$ cat config.mk
export PLATFORM = sky130hd
export DESIGN_NAME = rtc_regwin
export DESIGN_NICKNAME = d
export VERILOG_FILES = /design/src/rtl/rtc_pkg.sv /design/src/rtl/rtc_time_chain.sv /design/src/rtl/rtc_regwin.sv
export SDC_FILE = /design/constraint.sdc
export NUM_CORES = 1
export LEC_CHECK = 0
export BUFFER_PORTS_ARGS = -buffer_cell sky130_fd_sc_hd__buf_4
export CORE_AREA = 2 2 108 110
export CTS_CLUSTER_SIZE = 10
export DETAILED_ROUTE_END_ITERATION = 7
export DIE_AREA = 0 0 110 112
export GPL_TIMING_DRIVEN = 0
export PLACE_DENSITY_LB_ADDON = 0.1
export SETUP_SLACK_MARGIN = 0.02
export SLEW_MARGIN = 20
export SYNTH_ARGS = -nofsm -noshare
export SYNTH_HDL_FRONTEND = slang
export SYNTH_SLANG_ARGS = --single-unit
$ cat constraint.sdc
create_clock -name clk -period 8.6 [get_ports clk]
set_input_delay 0.43 -clock clk [delete_from_list [all_inputs] [get_ports clk]]
set_output_delay 0.43 -clock clk [all_outputs]
set_load 0.01 [all_outputs]
$ cat src/rtl/rtc_pkg.sv
package rtc_pkg;

    typedef struct packed {
        logic [7:0] yr;
        logic [4:0] mon;
        logic [5:0] date;
        logic [2:0] dow;
        logic [5:0] hr;
        logic [6:0] min;
        logic [6:0] sec;
    } rtc_time_t;

    typedef enum logic [1:0] {
        ST_TRACK  = 2'd0,
        ST_FREEZE = 2'd1,
        ST_EDIT   = 2'd2
    } win_state_e;

    localparam rtc_time_t RTC_EPOCH = '{yr: 8'h00, mon: 5'h01, date: 6'h01,
                                        dow: 3'd1, hr: 6'h00, min: 7'h00,
                                        sec: 7'h00};

    // Add one to a two-digit BCD value.
    function automatic logic [7:0] bcd_inc(input logic [7:0] v);
        logic [7:0] r;
        if (v[3:0] >= 4'd9) r = {v[7:4] + 4'd1, 4'd0};
        else                r = {v[7:4], v[3:0] + 4'd1};
        return r;
    endfunction

    // Last day of a month, as BCD; the year is BCD.
    function automatic logic [5:0] month_last(input logic [4:0] mon,
                                              input logic [7:0] yr);
        logic leap;
        logic [5:0] r;
        if (yr[4]) leap = (yr[3:0] == 4'd2) || (yr[3:0] == 4'd6);
        else       leap = (yr[3:0] == 4'd0) || (yr[3:0] == 4'd4) || (yr[3:0] == 4'd8);
        case (mon)
            5'h02:                      r = leap ? 6'h29 : 6'h28;
            5'h04, 5'h06, 5'h09, 5'h11: r = 6'h30;
            default:                    r = 6'h31;
        endcase
        return r;
    endfunction

endpackage

$ cat src/rtl/rtc_time_chain.sv
module rtc_time_chain
    import rtc_pkg::*;
(
    input  logic      clk,
    input  logic      rst_n,
    input  logic      advance,
    input  logic      load,
    input  rtc_time_t load_val,
    output rtc_time_t now
);

    rtc_time_t nxt;
    logic [7:0] t_sec, t_min, t_hr, t_date, t_mon, t_yr;
    logic w_sec, w_min, w_hr, w_date, w_mon;

    always_comb begin
        nxt    = now;
        t_sec  = bcd_inc({1'b0, now.sec});
        t_min  = bcd_inc({1'b0, now.min});
        t_hr   = bcd_inc({2'b0, now.hr});
        t_date = bcd_inc({2'b0, now.date});
        t_mon  = bcd_inc({3'b0, now.mon});
        t_yr   = bcd_inc(now.yr);
        w_sec  = now.sec >= 7'h59;
        w_min  = now.min >= 7'h59;
        w_hr   = now.hr >= 6'h23;
        w_date = now.date >= month_last(now.mon, now.yr);
        w_mon  = now.mon >= 5'h12;
        nxt.sec = w_sec ? 7'h00 : t_sec[6:0];
        if (w_sec) begin
            nxt.min = w_min ? 7'h00 : t_min[6:0];
            if (w_min) begin
                nxt.hr = w_hr ? 6'h00 : t_hr[5:0];
                if (w_hr) begin
                    nxt.dow  = (now.dow >= 3'd7) ? 3'd1 : now.dow + 3'd1;
                    nxt.date = w_date ? 6'h01 : t_date[5:0];
                    if (w_date) begin
                        nxt.mon = w_mon ? 5'h01 : t_mon[4:0];
                        if (w_mon) nxt.yr = (now.yr >= 8'h99) ? 8'h00 : t_yr;
                    end
                end
            end
        end
    end

    always_ff @(posedge clk or negedge rst_n) begin
        if (!rst_n)       now <= RTC_EPOCH;
        else if (load)    now <= load_val;
        else if (advance) now <= nxt;
    end

    AST_LOAD_TAKES: assert property (@(posedge clk) disable iff (!rst_n)
        load |=> now == $past(load_val));
    AST_STOP_FREEZES: assert property (@(posedge clk) disable iff (!rst_n)
        (!advance && !load) |=> $stable(now));
    AST_SEC_WRAP: assert property (@(posedge clk) disable iff (!rst_n)
        (advance && !load && now.sec == 7'h59) |=> now.sec == 7'h00);

endmodule

$ cat src/rtl/rtc_regwin.sv
module rtc_regwin
    import rtc_pkg::*;
#(
    parameter int          ADDR_W   = 13,
    parameter logic [12:0] WIN_BASE = 13'h1FF8
) (
    input  logic              clk,
    input  logic              rst_n,
    input  logic              tick,
    input  logic [ADDR_W-1:0] addr,
    input  logic              wr_en,
    input  logic [7:0]        wr_data,
    output logic [7:0]        rd_data
);

    localparam int OFF_W = 3;

    win_state_e st_q, st_d;
    rtc_time_t  vis, live;
    logic snap_q, stop_q, ftest_q, cent_q;
    logic hit, ctl_wr, commit, follow, edit_en;
    logic [OFF_W-1:0] off;

    assign hit    = addr[ADDR_W-1:OFF_W] == WIN_BASE[ADDR_W-1:OFF_W];
    assign off    = addr[OFF_W-1:0];
    assign ctl_wr = wr_en && hit && (off == 3'd0);

    // State register
    always_ff @(posedge clk or negedge rst_n) begin
        if (!rst_n) st_q <= ST_TRACK;
        else        st_q <= st_d;
    end

    // Next state and outputs
    always_comb begin
        st_d    = st_q;
        commit  = 1'b0;
        follow  = 1'b0;
        edit_en = 1'b0;
        unique case (st_q)
            ST_TRACK:  follow  = 1'b1;
            ST_FREEZE: follow  = 1'b0;
            ST_EDIT:   edit_en = 1'b1;
            default:   follow  = 1'b0;
        endcase
        if (ctl_wr) begin
            if (wr_data[7])      st_d = ST_EDIT;
            else if (wr_data[6]) st_d = ST_FREEZE;
            else                 st_d = ST_TRACK;
            commit = edit_en && !wr_data[7];
        end
    end

    rtc_time_chain u_chain (
        .clk      (clk),
        .rst_n    (rst_n),
        .advance  (tick && !stop_q),
        .load     (commit),
        .load_val (vis),
        .now      (live)
    );

    // Visible buffer and flags
    always_ff @(posedge clk or negedge rst_n) begin
        if (!rst_n) begin
            vis     <= RTC_EPOCH;
            snap_q  <= 1'b0;
            stop_q  <= 1'b0;
            ftest_q <= 1'b0;
            cent_q  <= 1'b0;
        end else begin
            if (follow) vis <= live;
            if (ctl_wr) snap_q <= wr_data[6];
            if (wr_en && hit) begin
                unique case (off)
                    3'd1: begin
                        stop_q <= wr_data[7];
                        if (edit_en) vis.sec <= wr_data[6:0];
                    end
                    3'd2: if (edit_en) vis.min  <= wr_data[6:0];
                    3'd3: if (edit_en) vis.hr   <= wr_data[5:0];
                    3'd4: begin
                        ftest_q <= wr_data[6];
                        cent_q  <= wr_data[5];
                        if (edit_en) vis.dow <= wr_data[2:0];
                    end
                    3'd5: if (edit_en) vis.date <= wr_data[5:0];
                    3'd6: if (edit_en) vis.mon  <= wr_data[4:0];
                    3'd7: if (edit_en) vis.yr   <= wr_data;
                    default: ;
                endcase
            end
        end
    end

    // Read mux
    always_comb begin
        rd_data = 8'h00;
        if (hit) begin
            unique case (off)
                3'd0: rd_data = {st_q == ST_EDIT, snap_q, 6'b0};
                3'd1: rd_data = {stop_q, vis.sec};
                3'd2: rd_data = {1'b0, vis.min};
                3'd3: rd_data = {2'b0, vis.hr};
                3'd4: rd_data = {1'b0, ftest_q, cent_q, 2'b0, vis.dow};
                3'd5: rd_data = {2'b0, vis.date};
                3'd6: rd_data = {3'b0, vis.mon};
                3'd7: rd_data = vis.yr;
                default: rd_data = 8'h00;
            endcase
        end
    end

    AST_FREEZE_HOLDS: assert property (@(posedge clk) disable iff (!rst_n)
        (st_q == ST_FREEZE) |=> $stable(vis));
    AST_COMMIT_EXITS_EDIT: assert property (@(posedge clk) disable iff (!rst_n)
        commit |=> (st_q != ST_EDIT) && (live == $past(vis)));
    AST_OUTSIDE_ZERO: assert property (@(posedge clk) disable iff (!rst_n)
        !hit |-> rd_data == 8'h00);

endmodule

==> results of run 1 <==
-- critical path, cell delays in order (launching register included) --
cell and delay (ns):
dfrtp_1 0.52, ha_1 0.33, nor4b_1 0.47, inv_1 0.10
ha_1 0.29, nand3_1 0.07, o211ai_1 0.64, nand4_1 0.28
buf_2 0.28, o31ai_1 0.30, a21oi_1 0.09
-- final timing paths --
path                                   end  cells past startpoint
max                        u_chain.now[41]                     10
min                        u_chain.now[16]                      1
max reg2reg                u_chain.now[41]                     10
min reg2reg                u_chain.now[29]                      2
max in group asynchronous  u_chain.now[26]                      1
min in group clk                   st_q[1]                      2
-- Yosys cell counts (all sizes together) (4+ instances only) --
cell type	n	area share, %
a211oi	6	0.75
a21oi	86	7.2
a22o	5	0.73
a22oi	7	0.88
a31oi	14	1.5
a41oi	4	0.58
and2	6	0.63
buf	20	1.7
clkbuf	21	1.3
dfrtp	84	35
dfstp	6	2.6
ha	35	7.3
inv	22	1.4
mux2	10	1.9
mux2i	45	7.5
mux4	4	1.5
nand2	36	2.3
nand2b	4	0.42
nand3	12	1.0
nand4	10	1.0
nand4b	6	0.88
nor2	89	5.6
nor2b	8	0.83
nor3	14	1.4
nor3b	8	1.0
nor4	12	1.4
o21ai	29	2.4
o31ai	11	1.4
or3b	5	0.73
or4	4	0.56
-- cell type report --
class / instances / area [um2]
Buffer: 41 / 183
Clock buffer: 14 / 274
Clock inverter: 2 / 35.0
Fill cell: 1019 / 4450
Inverter: 22 / 82.6
Multi-Input combinational cell: 514 / 3470
Sequential cell: 90 / 2260
Tap cell: 143 / 179
Timing Repair Buffer: 31 / 236
-- cell families (layout without fill, tap and decap cells) --
group / after synthesis / in the layout / synth area share (%)
XOR/XNOR: 2 / 2 / 0.292
AND/OR/NAND/NOR: 227 / 227 / 19.4
AO/OA/AOI/OAI: 191 / 191 / 20.0
adder cells (fa/ha/maj): 35 / 35 / 7.30
multiplexers: 59 / 59 / 10.9
buffers and inverters: 63 / 110 / 4.42
flip-flops: 90 / 90 / 37.7
-- flip-flops by register name (all words and copies together), names as in the netlist --
name,flops
stop_q,1
u_chain.now,42
cent_q,1
st_q,2
snap_q,1
ftest_q,1
vis,42
-- per-stage QoR --
step / power (mW) / setup slack [ns]
after floorplan: 0.627 / 5.87
after global placement: 0.691 / 5.25
after detailed placement: 0.698 / 5.14
after CTS: 1.11 / 5.13
after global routing: 1.16 / 4.84
final: 1.11 / 5.10
-- power breakdown --
part	total [mW]	internal [mW]	switching, mW
clock	0.417	0.249	0.168
sequential	0.524	0.464	0.0600
combinational	0.168	0.0787	0.0898
-- layer usage --
metal	global-route usage, %	up-vias	wire length (um)
li1	-	2554	-
met1	46.1	2758	8060
met2	45.9	230	8120
met3	4.80	48	1390
met4	12.8	0	687
met5	0	-	0
==> summary.md, run 1 <==
| Metric | Value |
|---|---|
| Status | complete, no violations |
| Critical Path Start | u_chain.now[30] |
| N_diodes | 0 |
| Area Growth Syn to Fin | 12.1% |
| TNS Setup | 0 ns |
| Placed cell count | 841 |
| Critical path required time | 8.82 ns |
| Post-CTS Repair Setup Buffers | 0 |
| DRC violations left | 0 |
| Remaining antenna violation count | 0 |
| Initial Util | 53.7% |
| P_leak | 3.17 nW |
| Total Wirelength | 18.3 mm |
| DR vias/cell | 6.52 |
| Clock Latency Late Sink | 0.35 ns |
| Post-Layout Cell Count | 857 |
| Arr. time, crit path | 3.72 ns |
| Type of the worst min-delay path | primary input to asynchronous set/reset pin |
| First-pass GRT wire length | 29.0 mm |
| Drt pass-1 iters | 6 |
| Num ports | 33 |
| Sequential-to-total area share from yosys stat | 37.7% |
| Placer congestion estimate | 1.01 |
| Worst R2R Start | u_chain.now[30] |
| Max Clk Rate | 286 MHz |
| Num CTS Buffers | 9 |
| Max-cap violations | 0 |
| Cell Area, Placed | 6410 um2 |
| Final instance area | 6720 um2 |
| Setup Viol. Count Final | 0 |
| Slew margin rel. | 37.9% |
| Ys async rst share | 100% |
| Worst Clk Skew | 0.00613 ns |
| RSZ-0062 raised after global routing | false |
| CTS root buf | clkbuf_16 |
| Critical path peak fanout | 10 |
| Total GRT Usage | 31.3% |
| Synth Flop Type | dfrtp_1 |
| Max H-tree Level | 3 |
| Die height | 112 um |
| Post-Synthesis Cells | 667 |
| Peak supply drop | 143 uV |
| CTS-repair resized insts | 0 |
| Synth Net Count | 727 |
| Final Hold Vio Count | 0 |
| Most frequent cells in the layout | nor2_1, a21oi_1, dfrtp_1 |
| CTS tree | done |
| Width of the die | 110 um |
| Reg clk slew, reported paths | 0.07 ns |
| Layout cells sized above 1 | 12.7% |
| Dpl hpwl | 13.3 mm |
| Initial antenna violation count | 0 |
| Final worst path period share | 40.7% |
| Starting DRC count in detailed routing | 458 |
| CTS Hold Buffers Added | 0 |
| Max clock buf depth | 2 |
| Core Region | 11200 um2 |
| Die area | 12300 um2 |
| Layout Utilization | 60.2% |
| Final net count | 769 |
| Vias in the first global route | 5206 |
| Syn. warnings | 0 |
| FP Rows | 39 |
| Synthesized cell area | 6000 um2 |
| Largest net degree at the start of global routing | 91 |
| Commonest non-fill, non-tap cell in the layout | nor2_1 |
| Critical Path Sink Type | register |
| P per Cell Area | 165 nW/um2 |
| Post-DR wirelength/cell | 21.3 um |
| Sink Count | 90 |
| Via count | 5590 |
| Yosys reg bits | 90 |
| EDFF count, synth | 0 |
| Crit Path Class | register to register |
| Critical Path Start Type | register |
| Post-layout min period | 3.50 ns |
| Total grt overflow | 0 |
| IO Port Bufs | 31 |
| FF-to-FF setup slack | 5.10 ns |
| Slew at the pin with the worst max-slew slack | 0.932 ns |
| Synth cell types | 62 |
| Hold_ws | 0.146 ns |
| Syn avg cell area | 8.99 um2 |
| Max-slew violation count | 0 |
No activity file was read; power rests on OpenSTA's default activity.
==> run 2, diff against run 1 <==
==> constraint.sdc (replaced) <==
create_clock -name clk -period 3.4 [get_ports clk]
set_input_delay 0.17 -clock clk [delete_from_list [all_inputs] [get_ports clk]]
set_output_delay 0.17 -clock clk [all_outputs]
set_load 0.01 [all_outputs]
==> run 2 against run 1 <==
Flip-flop and latch count unchanged. Combinational power increased to 2.5 times the previous value. Clock skew increased by 0.00077 ns. Final area rose by 0.26%. Cell count rose by 0.23%. Clock power rose to 2.5 times the previous value. Critical endpoint is now u_chain.now[25]. Highest routed layer unchanged.
==> summary.md, run 2 (same netlist as run 1, synthesis figures left out) <==
| Metric | Value |
|---|---|
| Peak supply drop | 362 uV |
| Die area | 12300 um2 |
| Slew at the pin with the worst max-slew slack | 0.908 ns |
| CTS root buf | clkbuf_16 |
| FF-to-FF setup slack | 0.25 ns |
| Max H-tree Level | 3 |
| Post-layout min period | 3.15 ns |
| Worst Clk Skew | 0.00689 ns |
| First-pass GRT wire length | 29.1 mm |
| Max-cap violations | 0 |
| Final instance area | 6740 um2 |
| Status | complete, no violations |
| # fillers | 1019 |
| Total grt overflow | 0 |
| Critical Path Start | u_chain.now[29] |
| Critical Path Sink | u_chain.now[25] |
| Post-DR wirelength/cell | 21.2 um |
| Crit Path Class | register to register |
| Clock Latency Late Sink | 0.35 ns |
| Num ports | 33 |
| Critical Path, Cell by Cell | inv_1 -> ha_1 -> a21oi_1 -> nor3_1 -> a21oi_1 -> ha_1 -> nor4b_1 -> o211ai_1 -> buf_4 -> or4_1 -> nor3_1 -> a221o_1 |
| Layout cells sized above 1 | 12.8% |
| Reg clk slew, reported paths | 0.06 ns |
| Critical Path Start Type | register |
| CTS tree | done |
| Commonest non-fill, non-tap cell in the layout | nor2_1 |
| Largest net degree at the start of global routing | 91 |
| Max clock buf depth | 2 |
| Drt pass-1 iters | 5 |
| Slew margin rel. | 39.5% |
| Cell Area, Placed | 6410 um2 |
| Starting DRC count in detailed routing | 506 |
| FP Rows | 39 |
| Critical path required time | 3.69 ns |
| Critical Path Sink Type | register |
| Most frequent cells in the layout | nor2_1, a21oi_1, dfrtp_1 |
| Final Hold Vio Count | 0 |
| Final setup margin | 0.255 ns |
| Arr. time, crit path | 3.43 ns |
| Total Wirelength | 18.2 mm |
| Width of the die | 110 um |
| Area of the multi-input gates | 3470 um2 |
| Dpl hpwl | 13.3 mm |
| Via count | 5616 |
| Area Growth Syn to Fin | 12.4% |
| Critical R2R Capture | u_chain.now[25] |
| Max Clk Rate | 318 MHz |
| Initial antenna violation count | 0 |
| Worst R2R Start | u_chain.now[29] |
| RSZ-0062 raised after global routing | false |
| Type of the worst min-delay path | primary input to register |
| Final net count | 771 |
| IO Port Bufs | 31 |
| Sink Count | 90 |
| CP max stage cell | dfstp_2 |
| Crit-path max cell delay | 0.60 ns |
| Vias in the first global route | 5223 |
| Max-slew violation count | 0 |
| Layout Utilization | 60.3% |
| Critical path peak fanout | 7 |
| Num CTS Buffers | 9 |
| Die height | 112 um |
| DR vias/cell | 6.54 |
| Final worst path period share | 92.5% |
| Reg2Reg Depth | 12 |
| Place WS | -0.0560 ns |
| Initial Util | 53.7% |
| Total GRT Usage | 31.4% |
| N_diodes | 0 |
| Setup Viol. Count Final | 0 |
| Core Region | 11200 um2 |
| Registers with the most flip-flops | u_chain.now x42, vis x42, st_q x2 |
| Placer congestion estimate | 1.01 |
| P per Cell Area | 416 nW/um2 |
| P_leak | 3.18 nW |
| Remaining antenna violation count | 0 |
| DRC violations left | 0 |
| Storage element area | 2260 um2 |
==> run 2: cell types whose count changed in the layout (fill, tap and decap cells not counted) <==
cell           delta
buf_4             +1
dlygate4sd3_1     +1
==> run 2: critical path: cells and delay by family (launching register included) <==
kind                     cells  cell delay, ns
AND/OR/NAND/NOR              4            0.95
buffers and inverters        2            0.29
AO/OA/AOI/OAI                4            0.72
adder cells (fa/ha/maj)      2            0.54
flip-flops                   1            0.60
==> run 2: cell type report <==
class	instances	share of cell area, %
clock inverter	2	0.520
sequential	90	33.5
timing repair buffer	33	3.77
clock buffer	14	4.07
inverter	22	1.23
buffer	41	2.71
multi-input combinational	514	51.5
tap	143	2.65
==> run 2: metal layers <==
layer	global-route usage [%]	share of wire (%)	wire length, um	vias to the layer above
met3	4.80	7.0	1270	41
li1	-	-	-	2557
met5	0	0	0	-
met4	12.8	3.5	643	0
met2	46.0	45	8230	236
met1	46.1	44	8070	2782
==> run 2: through the flow <==
stage / std cells / setup TNS (ns) / total power [mW] / hold WS [ns]
2_1_floorplan: 667 / 0 / 1.58 / -0.126
3_3_place_gp: 841 / 0 / 1.75 / 0.462
3_5_place_dp: 841 / -0.178 / 1.77 / 0.312
4_1_cts: 859 / 0 / 2.81 / 0.115
5_1_grt: 859 / 0 / 2.93 / 0.119
6_report: 859 / 0 / 2.80 / 0.125
==> run 2: what timing repair did <==
action,CTS,global route
gates resized for setup,0,0
buffers inserted,1,0
hold endpoints to repair,84,0
hold buffers,1,0
setup endpoints to repair,6,0
==> run 2: worst min-delay path by stage <==
stage	start	endpoint	slack, ns	depth (start not counted)
floorplan	rst_n	cent_q	-0.13	0
global placement	wr_data[7]	stop_q	0.46	2
detailed placement	rst_n	u_chain.now[16]	0.31	1
CTS	wr_data[7]	st_q[1]	0.12	2
global route	wr_data[7]	stop_q	0.12	2
finish	wr_data[7]	st_q[1]	0.13	2
==> run 2: where the power goes <==
| group | internal, mW | total (mW) | switching (mW) |
|---|---|---|---|
| sequential | 1.17 | 1.33 | 0.151 |
| clock | 0.630 | 1.05 | 0.422 |
| combinational | 0.200 | 0.428 | 0.228 |
| total | 2.00 | 2.80 | 0.801 |
